`config.mk`:
```
export PLATFORM = sky130hd
export DESIGN_NAME = diag_checksum
export DESIGN_NICKNAME = d
export VERILOG_FILES = /design/src/rtl/csum_pkg.sv /design/src/rtl/csum_accum.sv /design/src/rtl/csum_latch.sv /design/src/rtl/csum_rdport.sv /design/src/rtl/diag_checksum.sv
export SDC_FILE = /design/constraint.sdc
export NUM_CORES = 1
export LEC_CHECK = 0
export ABC_AREA = 1
export BUFFER_PORTS_ARGS = -buffer_cell sky130_fd_sc_hd__buf_2
export CAP_MARGIN = 20
export CORE_ASPECT_RATIO = 2
export CORE_MARGIN = 5
export CORE_UTILIZATION = 50
export DETAILED_ROUTE_END_ITERATION = 12
export GPL_TIMING_DRIVEN = 0
export PLACE_DENSITY = 0.79
export SETUP_SLACK_MARGIN = 0.4
export SLEW_MARGIN = 30
export SYNTH_ARGS = -nofsm -noshare
export SYNTH_HDL_FRONTEND = slang
export SYNTH_SLANG_ARGS = --single-unit
```
`constraint.sdc`:
```
create_clock -name clk -period 3.4 [get_ports clk]
set_clock_uncertainty 0.1 [all_clocks]
set_input_delay 0.51 -clock clk [delete_from_list [all_inputs] [get_ports clk]]
set_output_delay 0.51 -clock clk [all_outputs]
set_load 0.01 [all_outputs]
```
`src/rtl/csum_pkg.sv`:
```
package csum_pkg;
  typedef enum logic [1:0] {
    ACC_HOLD    = 2'd0,
    ACC_ADD     = 2'd1,
    ACC_CLEAR   = 2'd2,
    ACC_RESTART = 2'd3
  } acc_op_e;

  localparam int unsigned DEF_DATA_W   = 16;
  localparam int unsigned DEF_SUM_W    = 8;
  localparam int unsigned DEF_ADDR_W   = 6;
  localparam int unsigned DEF_REG_ADDR = 15;
endpackage

```
`src/rtl/csum_accum.sv`:
```
module csum_accum
  import csum_pkg::*;
#(
  parameter int unsigned DATA_W = DEF_DATA_W,
  parameter int unsigned SUM_W  = DEF_SUM_W
) (
  input  logic              clk,
  input  logic              rst_n,
  input  logic              take,
  input  logic              sync,
  input  logic [DATA_W-1:0] data,
  output logic [SUM_W-1:0]  run
);
  localparam int unsigned LANES = DATA_W / SUM_W;

  acc_op_e          op;
  logic [SUM_W-1:0] base;
  logic [SUM_W-1:0] lane_sum;
  logic [SUM_W-1:0] rotated;

  always_comb begin
    unique case ({sync, take})
      2'b00:   op = ACC_HOLD;
      2'b01:   op = ACC_ADD;
      2'b10:   op = ACC_CLEAR;
      default: op = ACC_RESTART;
    endcase
  end

  // a restart drops the old frame's running value from the sum
  assign base = (op == ACC_RESTART) ? '0 : run;

  always_comb begin
    lane_sum = base;
    for (int i = 0; i < LANES; i++) begin
      lane_sum = lane_sum + data[i*SUM_W +: SUM_W];
    end
  end

  assign rotated = {lane_sum[SUM_W-2:0], lane_sum[SUM_W-1]};

  always_ff @(posedge clk) begin
    if (!rst_n) begin
      run <= '0;
    end else begin
      unique case (op)
        ACC_ADD, ACC_RESTART: run <= rotated;
        ACC_CLEAR:            run <= '0;
        default:              run <= run;
      endcase
    end
  end

  assert_clear_on_sync_R4: assert property (@(posedge clk) disable iff (!rst_n)
    (sync && !take) |=> (run == '0));

  assert_idle_hold_R2: assert property (@(posedge clk) disable iff (!rst_n)
    (!sync && !take) |=> $stable(run));
endmodule

```
`src/rtl/csum_latch.sv`:
```
module csum_latch #(
  parameter int unsigned SUM_W = 8
) (
  input  logic             clk,
  input  logic             rst_n,
  input  logic             sync,
  input  logic [SUM_W-1:0] run_in,
  output logic [SUM_W-1:0] held
);
  always_ff @(posedge clk) begin
    if (!rst_n)    held <= '0;
    else if (sync) held <= run_in;
  end

  assert_capture_R3: assert property (@(posedge clk) disable iff (!rst_n)
    sync |=> (held == $past(run_in)));

  assert_hold_R5: assert property (@(posedge clk) disable iff (!rst_n)
    !sync |=> $stable(held));
endmodule

```
`src/rtl/csum_rdport.sv`:
```
module csum_rdport #(
  parameter int unsigned ADDR_W   = 6,
  parameter int unsigned SUM_W    = 8,
  parameter int unsigned REG_ADDR = 15
) (
  input  logic              clk,
  input  logic              rst_n,
  input  logic              rd,
  input  logic [ADDR_W-1:0] addr,
  input  logic [SUM_W-1:0]  held,
  output logic [SUM_W-1:0]  rdata
);
  localparam logic [ADDR_W-1:0] HIT = ADDR_W'(REG_ADDR);

  logic hit;
  assign hit = (addr == HIT);

  always_ff @(posedge clk) begin
    if (!rst_n)  rdata <= '0;
    else if (rd) rdata <= hit ? held : '0;
  end

  assert_miss_zero_R7: assert property (@(posedge clk) disable iff (!rst_n)
    (rd && !hit) |=> (rdata == '0));

  assert_hit_value_R6: assert property (@(posedge clk) disable iff (!rst_n)
    (rd && hit) |=> (rdata == $past(held)));

  assert_rdata_hold_R6: assert property (@(posedge clk) disable iff (!rst_n)
    !rd |=> $stable(rdata));
endmodule

```
`src/rtl/diag_checksum.sv`:
```
module diag_checksum
  import csum_pkg::*;
#(
  parameter int unsigned DATA_W   = DEF_DATA_W,
  parameter int unsigned SUM_W    = DEF_SUM_W,
  parameter int unsigned ADDR_W   = DEF_ADDR_W,
  parameter int unsigned REG_ADDR = DEF_REG_ADDR
) (
  input  logic              clk,
  input  logic              rst_n,
  input  logic              smp_valid,
  output logic              smp_ready,
  input  logic [DATA_W-1:0] smp_data,
  input  logic              diag_sync,
  input  logic              host_rd,
  input  logic              host_wr,
  input  logic [ADDR_W-1:0] host_addr,
  input  logic [SUM_W-1:0]  host_wdata,
  output logic [SUM_W-1:0]  host_rdata
);
  logic [SUM_W-1:0] run;
  logic [SUM_W-1:0] held;
  logic             take;

  // never back-pressures; ready only drops in reset
  assign smp_ready = rst_n;
  assign take      = smp_valid & smp_ready;

  csum_accum #(.DATA_W(DATA_W), .SUM_W(SUM_W)) u_accum (
    .clk(clk), .rst_n(rst_n), .take(take), .sync(diag_sync),
    .data(smp_data), .run(run)
  );

  csum_latch #(.SUM_W(SUM_W)) u_latch (
    .clk(clk), .rst_n(rst_n), .sync(diag_sync), .run_in(run), .held(held)
  );

  csum_rdport #(.ADDR_W(ADDR_W), .SUM_W(SUM_W), .REG_ADDR(REG_ADDR)) u_rd (
    .clk(clk), .rst_n(rst_n), .rd(host_rd), .addr(host_addr),
    .held(held), .rdata(host_rdata)
  );

  assert_always_ready_R1: assert property (@(posedge clk) disable iff (!rst_n)
    smp_ready);

  assert_write_ignored_R8: assert property (@(posedge clk) disable iff (!rst_n)
    (host_wr && !diag_sync && (host_wdata != held)) |=> $stable(held));
endmodule

```
==> results.sh, run 1 <==
export IMPL_status="finished, final reports clean"
export IMPL_cts_buffers=3
export IMPL_synth_distinct_cells=19
export IMPL_antenna_found_initial=0
export IMPL_area_growth_pct=17.6
export IMPL_async_flop_share_pct=0
export IMPL_maxCapViolCount=0
export IMPL_hold_viol_final=0
export IMPL_worst_setup_path_type="in -> reg"
export IMPL_max_slew_margin_pct=65.7
export IMPL_io_buffers=34
export IMPL_slowest_delay_ns=0.48
export IMPL_crit_buf_inv=2
export IMPL_cts_tree="yes"
export IMPL_cts_repair_resized=0
export IMPL_hpwlAfterDp_mm=2.43
export IMPL_yosysMostFrequentCell="nand2_1"
export IMPL_yosysTopAreaCell="dfxtp_1"
export IMPL_syn_avg_cell_area_um2=7.39
export IMPL_finalCritPeriodShare_pct=75.9
export IMPL_synth_top_area_share_pct=34.0
export IMPL_holdBufCountCts=0
export IMPL_wire_per_inst_um=11.5
export IMPL_num_io_pins=45
export IMPL_hold_ws_ns=0.377
export IMPL_start_util_pct=51.6
export IMPL_ctsHtreeMaxLevel=1
export IMPL_syn_area_um2=1410
export IMPL_gp_congestion=0.798
export IMPL_grt_pass1_vias=1342
export IMPL_dr_pass1_iters=4
export IMPL_finish_utilization_pct=60.6
export IMPL_fin_nets=280
export IMPL_synth_top_family_by_area="simple AND/OR/NAND/NOR gates"
export IMPL_ys_ff_latch=24
export IMPL_r2r_slack_ns=1.01
export IMPL_setup_viol=0
export IMPL_ant_nets=0
export IMPL_crit_chain="buf_2, nand3_4, nand2_1, fa_1, inv_1, ha_1, fa_1, nand2_1, nand2_1, or2_2, nand3_1, a21oi_1"
export IMPL_grtUsageTotal_pct=17.1
export IMPL_viasPerCell=5.11
export IMPL_synth_edf_count=0
export IMPL_endpoint_kind="flop"
export IMPL_synthCells=191
export IMPL_die_area_um2=4050
export IMPL_seq_area_frac_synth_pct=34.0
export IMPL_hold_path_class="reg -> reg"
export IMPL_post_cts_buffers=0
export IMPL_die_h_um=85.1
export IMPL_crit_fanout=8
export IMPL_drc=0
export IMPL_overflow=0
export IMPL_cts_num_sinks=24
export IMPL_grt_setup_unrepaired="false"
export IMPL_vias=1314
export IMPL_ys_top_cells_by_count="38 x nand2_1, 26 x inv_1, 24 x dfxtp_1"
export IMPL_setup_worst_path_start_class="input pin"
export IMPL_synth_compound_area_share_pct=14.2
export IMPL_clk_latency_ns=0.26
export IMPL_peakVddDrop_uv=215
export IMPL_fin_crit_ns=2.58
export IMPL_clockBufferDepth=2
export IMPL_synth_xor_xnor_area_share_pct=0
export IMPL_first_iter_violations=24
export IMPL_slew_viol_final=0
export IMPL_coreArea_um2=2740
export IMPL_cp_top_family="adder cells"
export IMPL_routed_wl_mm=2.97
export IMPL_yosys_area_share_adder_pct=16.7
export IMPL_setup_tns_final_ns=0
export IMPL_synth_top_flop_cell="dfxtp_1"
export IMPL_yosysWarnings=0
export IMPL_drive_above_1_share_pct=21.1
export IMPL_p_leak_nw=0.876
export IMPL_setup_ws_ns=0.818
export IMPL_p_total_w=0.000698
export IMPL_cts_root_buf="clkbuf_8"
export IMPL_fp_row_count=27
export IMPL_yosys_area_share_simple_pct=25.3
export IMPL_reg2reg_depth=10
export IMPL_worstMarginPinSlew_ns=0.512
export IMPL_worstHoldPathCells=2
export IMPL_cp_arrival_ns=2.64
export IMPL_synthTopCellsByArea="dfxtp_1 34%, fa_1 11%, nand2_1 10%, nand3_1 7.1%, inv_1 6.9%"
export IMPL_die_w_um=47.6
export IMPL_power_density_nw_per_um2=421
export IMPL_crit_path_top_delay_cell="fa_1"
export IMPL_synth_area_mux_share_pct=0
export IMPL_place_worst_setup_slack_ns=0.531
export IMPL_fmax_mhz=387
export IMPL_grt_pass1_wl_mm=5.31
export IMPL_path_depth=12
export IMPL_cts_clk_slew_worst_paths_ns=0.08
export IMPL_syn_nets=241
export IMPL_grt_max_degree=13
export IMPL_cp_data_required_time_ns=3.46
export IMPL_crit_top_cell="nand2_1"
export IMPL_antenna_cells=0
cell type report:
cell class,count,area (µm²)
Fill cell,252,1080
Multi-Input combinational cell,133,792
Sequential cell,24,480
Timing Repair Buffer,34,170
Inverter,29,110
Clock buffer,3,41.3
Tap cell,29,36.3
Buffer,5,28.8
flip-flops by register name (all words and copies together), names as in the netlist:
| register | cells |
|---|---|
| u_accum.run | 8 |
| u_latch.held | 8 |
| u_rd.rdata | 8 |
power by group:
part / leakage (nW) / internal, W / switching [W]
clock: 0.0216 / 0.0000790 / 0.0000817
combinational: 0.657 / 0.0000919 / 0.000128
sequential: 0.198 / 0.000304 / 0.0000130
logic make-up after synthesis:
family | Yosys count
AOI/OAI and AO/OA | 37
adders and majority gates | 14
buffers and inverters | 34
DFF | 24
and+or+nand+nor | 82
cell usage in the layout (no fill, tap or decap), drive strengths merged:
master / netlist / final
ha: 6 / 6
or2: 1 / 1
nand3: 21 / 21
nand4: 1 / 1
clkinv: 1 / 1
dfxtp: 24 / 24
a32o: 3 / 3
buf: 4 / 38
clkbuf: 1 / 4
o21ai: 18 / 18
a21oi: 16 / 16
fa: 8 / 8
nand2: 40 / 40
nor2: 19 / 19
inv: 28 / 28
tightest hold or removal path, delay by kind of cell (launching register included):
family | cells | cell delay [ns]
flops | 1 | 0.31
simple gates | 1 | 0.07
compound gates | 1 | 0.05
stage by stage:
step	std cells	cell area, µm²
4_1_cts	257	1660
3_5_place_dp	254	1620
3_3_place_gp	254	1620
2_1_floorplan	191	1410
5_1_grt	257	1660
6_report	257	1660
routing by layer:
| metal | vias up | track usage [%] | part of all wire (%) | wire length [µm] |
|---|---|---|---|---|
| met5 | - | 0 | 0 | 0 |
| met4 | 0 | 8.09 | 2.9 | 86 |
| met3 | 8 | 1.49 | 5.5 | 162 |
| met2 | 37 | 31.4 | 56 | 1670 |
| met1 | 578 | 17.8 | 35 | 1050 |
| li1 | 691 | - | - | - |
worst paths after layout:
check,startpoint,endpoint
max,rst_n,u_accum.run[6]
min,u_latch.held[0],u_rd.rdata[0]
max reg2reg,u_accum.run[1],u_accum.run[6]
min reg2reg,u_latch.held[0],u_rd.rdata[0]
Note: power is estimated with default switching activity, not from simulation.
==> inputs of run 2 (changes only) <==
- ABC_AREA: 1 -> 0
- PLACE_DENSITY: 0.79 -> 0.78
- clock period: 3.4 -> 2.66 ns (I/O delays scaled with it)
==> run 2 against run 1 <==
- clock power is 47% higher
- synthesized area up 1.9%
- die area rose by 1.6%
- sequential power rose by 32%
- first-iteration DRC count shrank 4.2%
- combinational power rose by 75%
- count of clock-buffer cells in the layout rose by 1
- critical path type unchanged
- critical endpoint is now u_accum.run[0]
- highest routed layer unchanged
==> results.sh, run 2 <==
export IMPL_status="finished, final reports clean"
export IMPL_die_h_um=85.8
export IMPL_async_flop_share_pct=0
export IMPL_ant_nets=0
export IMPL_place_area_um2=1680
export IMPL_slowest_delay_ns=0.49
export IMPL_regArea_um2=483
export IMPL_cts_buffers=3
export IMPL_io_buffers=33
export IMPL_overflow=0
export IMPL_cp_top_family="adder cells"
export IMPL_ys_top_cells_by_count="24 x dfxtp_1, 13 x nor2b_1, 9 x inv_1, 9 x nand3_1"
export IMPL_crit_path_top_delay_cell="fa_1"
export IMPL_grt_max_degree=14
export IMPL_cts_root_buf="clkbuf_8"
export IMPL_synth_top_area_share_pct=33.4
export IMPL_clk_latency_ns=0.26
export IMPL_syn_area_um2=1440
export IMPL_peakVddDrop_uv=438
export IMPL_routed_wl_mm=3.05
export IMPL_coreArea_um2=2770
export IMPL_grt_pass1_wl_mm=5.20
export IMPL_crit_chain="buf_12, nand3_4, nand2_2, fa_1, inv_2, ha_4, fa_2, a211oi_2, o21ai_1, a21oi_1, or3_1, nand3_1"
export IMPL_fillers=234
export IMPL_yosysMostFrequentCell="dfxtp_1"
export IMPL_syn_nets=199
export IMPL_layout_common_cells="33 x buf_2, 22 x dfxtp_1, 13 x nor2b_1"
export IMPL_synth_top_flop_cell="dfxtp_1"
export IMPL_p_clk_share_pct=22.7
export IMPL_maxCapViolCount=0
export IMPL_yosysWarnings=0
export IMPL_final_area_um2=1850
export IMPL_first_iter_violations=23
export IMPL_hpwlAfterDp_mm=2.46
export IMPL_cp_arrival_ns=2.44
export IMPL_drive_above_1_share_pct=34.0
export IMPL_fmax_mhz=419
export IMPL_setup_worst_path_start_class="input pin"
export IMPL_fin_crit_ns=2.39
export IMPL_final_common_cell="buf_2"
export IMPL_drc=0
export IMPL_multiInputGateArea_um2=932
export IMPL_ys_ff_latch=24
export IMPL_wire_per_inst_um=13.7
export IMPL_setup_viol=0
export IMPL_vias=1185
export IMPL_syn_avg_cell_area_um2=9.65
export IMPL_grtUsageTotal_pct=16.9
export IMPL_endpoint_kind="flop"
export IMPL_ctsHtreeMaxLevel=1
export IMPL_hold_path_class="reg -> reg"
export IMPL_worstMarginPinSlew_ns=0.502
export IMPL_p_sw_w=0.000311
export IMPL_viasPerCell=5.31
export IMPL_synthCells=149
export IMPL_antenna_found_initial=0
export IMPL_dr_pass1_iters=4
export IMPL_clockBufferDepth=2
export IMPL_die_w_um=47.9
export IMPL_fin_nets=245
export IMPL_crit_fanout=8
export IMPL_holdBufCountCts=0
export IMPL_cts_clk_slew_worst_paths_ns=0.08
export IMPL_finish_utilization_pct=66.7
export IMPL_antenna_cells=0
export IMPL_cp_data_required_time_ns=2.71
export IMPL_hold_viol_final=0
export IMPL_synth_distinct_cells=33
export IMPL_seqPwrFrac_pct=40.3
export IMPL_seq_area_frac_synth_pct=33.4
export IMPL_power_frac_comb_pct=37.0
export IMPL_p_int_w=0.000728
export IMPL_num_io_pins=45
export IMPL_power_density_nw_per_um2=562
export IMPL_switching_share_pct=29.9
export IMPL_synthTopCellsByArea="dfxtp_1 33%, fa_1 11%, nor2b_1 5.7%, mux2i_1 5.6%, ha_1 5.2%"
export IMPL_crit_buf_inv=2
export IMPL_fp_row_count=27
export IMPL_yosysTopAreaCell="dfxtp_1"
export IMPL_p_leak_nw=0.815
export IMPL_slew_viol_final=0
export IMPL_start_util_pct=51.9
export IMPL_cts_num_sinks=24
export IMPL_p_total_w=0.00104
export IMPL_die_area_um2=4110
export IMPL_worst_setup_path_type="in -> reg"
export IMPL_cts_tree="yes"
export IMPL_synth_edf_count=0
export IMPL_finalCritPeriodShare_pct=89.8
export IMPL_grt_pass1_vias=1264
export IMPL_top_regs="u_accum.run: 8 flops, u_latch.held: 8 flops, u_rd.rdata: 8 flops"
export IMPL_max_slew_margin_pct=66.3
export IMPL_grt_setup_unrepaired="true"
export IMPL_gp_congestion=0.744
export IMPL_area_growth_pct=28.5
[run 2: changes by cell type in the layout (fill, tap and decap cells not counted), moves of 11 or more]
cell | before | now
nor2b_1 | 0 | 13
nor2_1 | 19 | 1
o21ai_0 | 18 | 2
nand2_1 | 38 | 4
inv_1 | 26 | 8
nand3_1 | 20 | 9
[run 2: metal layers]
layer	track usage [%]	share of wire [%]	wire, µm
met1	17.1	36	1100
met3	2.52	5.4	166
met5	0	0	0
met4	6.13	0.85	26
met2	31.6	58	1760
[run 2: repair_timing]
action,CTS,global route
cloned,0,0
setup endpoints to repair,5,5
gates resized for setup,12,4
setup buffers,7,1
pin swaps,17,9
[run 2: worst reg2reg max path: stages, from the launching register on]
cell,delay (ns)
dfxtp_2,0.35
nand2_2,0.06
fa_1,0.49
inv_2,0.05
ha_4,0.16
fa_2,0.35
a211oi_2,0.23
o21ai_1,0.11
a21oi_1,0.18
or3_1,0.13
nand3_1,0.06
[run 2: metrics by stage]
| step | TNS [ns] | hold slack [ns] | cells | worst slack [ns] |
|---|---|---|---|---|
| after floorplan | 0 | 0.346 | 149 | 0.103 |
| after global placement | -0.383 | 0.350 | 211 | -0.233 |
| after detailed placement | -0.554 | 0.361 | 211 | -0.286 |
| after CTS | 0 | 0.372 | 222 | 0.247 |
| after global routing | 0 | 0.382 | 223 | 0.119 |
| final | 0 | 0.369 | 223 | 0.271 |
[run 2: kinds of logic (layout without fill, tap and decap cells)]
kind of cell             count (synthesis)  count (layout)  share of synthesized area (%)
AO/OA/AOI/OAI                           25              25                           11.1
buffers and inverters                   17              62                           4.96
adder cells (fa/ha/maj)                 14              14                           16.4
flip-flops                              24              24                           33.4
AND/OR/NAND/NOR                         55              55                           24.4
multiplexers                             8               8                           5.57
XOR/XNOR                                 6               6                           4.18
[run 2: final timing paths]
kind | start | slack [ns] | endpoint | cells past startpoint
max reg2reg | u_accum.run[1] | 0.29 | u_accum.run[0] | 10
min reg2reg | u_rd.rdata[2] | 0.37 | u_rd.rdata[2] | 2
min | u_rd.rdata[2] | 0.37 | u_rd.rdata[2] | 2
max | diag_sync | 0.27 | u_accum.run[0] | 12
[run 2: power by group through the flow]
stage / registers [W] / clock network (W) / logic (W)
2_1_floorplan: 0.000415 / 0 / 0.000263
3_3_place_gp: 0.000421 / 0 / 0.000324
3_5_place_dp: 0.000424 / 0 / 0.000339
4_1_cts: 0.000417 / 0.000243 / 0.000369
5_1_grt: 0.000422 / 0.000261 / 0.000434
6_report: 0.000418 / 0.000236 / 0.000384
[run 2: final cells by class]
cell class              count  share of cell area (%)
inverters                   9                    1.83
flip-flops and latches     24                    26.1
clock buffers               4                    2.98
plain buffers               8                    3.66
repair buffers             41                    13.0
well taps                  29                    1.96
multi-input cells         108                    50.4
==> inputs of run 3 (changes only) <==
- GPL_ROUTABILITY_DRIVEN: default -> 0
- clock period: 2.66 -> 2.2 ns (I/O delays scaled with it)
==> run 3 against run 2 <==
- the run now ends with setup timing left
- combinational power is 23% higher
- sequential share of layout area rose by 0.23 points
- cell count decreased by 0.45%
- register-to-register slack got worse by 0.50 ns
- first-iteration DRC count shrank 17%
- design area is 0.88% lower
- sequential power is 21% higher
- wire length fell by 1.4%
- via count decreased by 1.2%
- clock power grew 22%
- highest routed layer unchanged
==> results.sh, run 3 (same netlist as run 2, synthesis figures left out) <==
export IMPL_r2r_slack_ns=-0.21
export IMPL_critPathLaunch="rst_n"
export IMPL_num_io_pins=45
export IMPL_fp_row_count=27
export IMPL_status="finished, violations left"
export IMPL_hold_ws_ns=0.253
export IMPL_area_growth_pct=27.4
export IMPL_violations="setup timing"
export IMPL_grt_pass1_wl_mm=4.85
export IMPL_hpwlAfterDp_mm=2.50
export IMPL_maxCapViolCount=0
export IMPL_worst_setup_path_type="in -> reg"
export IMPL_first_iter_violations=19
export IMPL_overflow=0
export IMPL_regToRegEndpoint="u_accum.run[0]"
export IMPL_setup_ws_ns=-0.229
export IMPL_viasPerCell=5.27
export IMPL_coreArea_um2=2770
export IMPL_grt_pass1_vias=1164
export IMPL_place_area_um2=1680
export IMPL_fin_crit_ns=2.43
export IMPL_die_w_um=47.9
export IMPL_die_h_um=85.8
export IMPL_p_leak_nw=0.799
export IMPL_antenna_found_initial=0
export IMPL_hold_path_class="in -> reg"
export IMPL_setup_worst_path_start_class="input pin"
export IMPL_cp_data_required_time_ns=2.25
export IMPL_setup_viol=4
export IMPL_final_area_um2=1830
export IMPL_power_density_nw_per_um2=690
export IMPL_finalCritPeriodShare_pct=110
export IMPL_layout_common_cells="33 x buf_2, 22 x dfxtp_1, 13 x nor2b_1"
export IMPL_holdBufCountCts=0
export IMPL_setup_tns_final_ns=-0.616
export IMPL_top_regs="u_accum.run: 8 flops, u_latch.held: 8 flops, u_rd.rdata: 8 flops"
export IMPL_wire_per_inst_um=13.5
export IMPL_die_area_um2=4110
export IMPL_grt_max_degree=14
export IMPL_crit_end="u_accum.run[0]"
export IMPL_cts_tree="yes"
export IMPL_vias=1171
export IMPL_hold_viol_final=0
export IMPL_final_common_cell="buf_2"
export IMPL_routed_wl_mm=3.01
export IMPL_cts_num_sinks=24
export IMPL_dr_pass1_iters=4
export IMPL_peakVddDrop_uv=502
export IMPL_cts_buffers=3
export IMPL_max_slew_margin_pct=68.6
export IMPL_crit_fanout=10
export IMPL_grtUsageTotal_pct=16.1
export IMPL_drive_above_1_share_pct=34.2
export IMPL_finish_utilization_pct=66.1
export IMPL_start_util_pct=51.9
export IMPL_cts_root_buf="clkbuf_8"
export IMPL_ctsHtreeMaxLevel=1
export IMPL_worstMarginPinSlew_ns=0.468
export IMPL_antenna_cells=0
export IMPL_grt_setup_unrepaired="true"
export IMPL_clk_latency_ns=0.26
export IMPL_fmax_mhz=412
export IMPL_fin_nets=244
export IMPL_slew_viol_final=0
export IMPL_reg2reg_depth=10
export IMPL_io_buffers=33
export IMPL_clockBufferDepth=2
export IMPL_cp_arrival_ns=2.48
export IMPL_ant_nets=0
export IMPL_r2r_start="u_accum.run[1]"
export IMPL_cts_clk_slew_worst_paths_ns=0.08
export IMPL_drc=0
export IMPL_endpoint_kind="flop"
## run 3: where the power goes
part | total, W | internal, W | switching, W
registers | 0.000504 | 0.000476 | 0.0000281
clock network | 0.000288 | 0.000159 | 0.000128
logic | 0.000472 | 0.000244 | 0.000228
total | 0.00126 | 0.000879 | 0.000385
## run 3: critical path: stages
cell and delay [ns]:
buf_6 0.12, nand3_4 0.13, and2_4 0.20, fa_1 0.39
ha_2 0.22, fa_2 0.37, a211oi_4 0.28, o21ai_2 0.10
a21oi_2 0.14, or3_1 0.13, nand3_1 0.07
## run 3: metrics by stage
step / power (W) / std cells / setup slack [ns]
3_3_place_gp: 0.000902 / 211 / -0.626
4_1_cts: 0.00123 / 220 / -0.224
3_5_place_dp: 0.000927 / 211 / -0.751
2_1_floorplan: 0.000821 / 149 / -0.288
6_report: 0.00126 / 222 / -0.229
5_1_grt: 0.00135 / 222 / -0.345
## run 3: routing by layer
layer  wire, µm  share of wire [%]  track usage (%)
met5          0                  0                0
met3        193                6.4             2.31
met2       1760                 58             30.5
met1       1010                 34             15.4
met4         46                1.5             6.62
## run 3: timing repair
action                                  4_1_cts  5_1_grt
endpoints found under the hold margin         0        0
setup buffers                                 5        2
cloned                                        0        0
pin swaps                                     8       12
endpoints found under the setup margin        6        6
gates resized for setup                       4        9
## run 3: how the worst min path moves through the flow
| stage | start | cells past startpoint | endpoint | slack [ns] |
|---|---|---|---|---|
| after floorplan | u_latch.held[5] | 2 | u_rd.rdata[5] | 0.35 |
| after global placement | u_rd.rdata[5] | 2 | u_rd.rdata[5] | 0.35 |
| after detailed placement | u_rd.rdata[6] | 2 | u_rd.rdata[6] | 0.36 |
| after CTS | rst_n | 2 | u_rd.rdata[0] | 0.25 |
| after global routing | rst_n | 2 | u_rd.rdata[1] | 0.25 |
| final | rst_n | 2 | u_rd.rdata[0] | 0.25 |
## run 3: area by class of cell
cell class,count,area [µm²]
Buffer,8,53.8
Clock buffer,4,55.1
Fill cell,252,938
Multi-Input combinational cell,108,942
Inverter,9,33.8
Tap cell,29,36.3
Sequential cell,24,483
Timing Repair Buffer,40,228
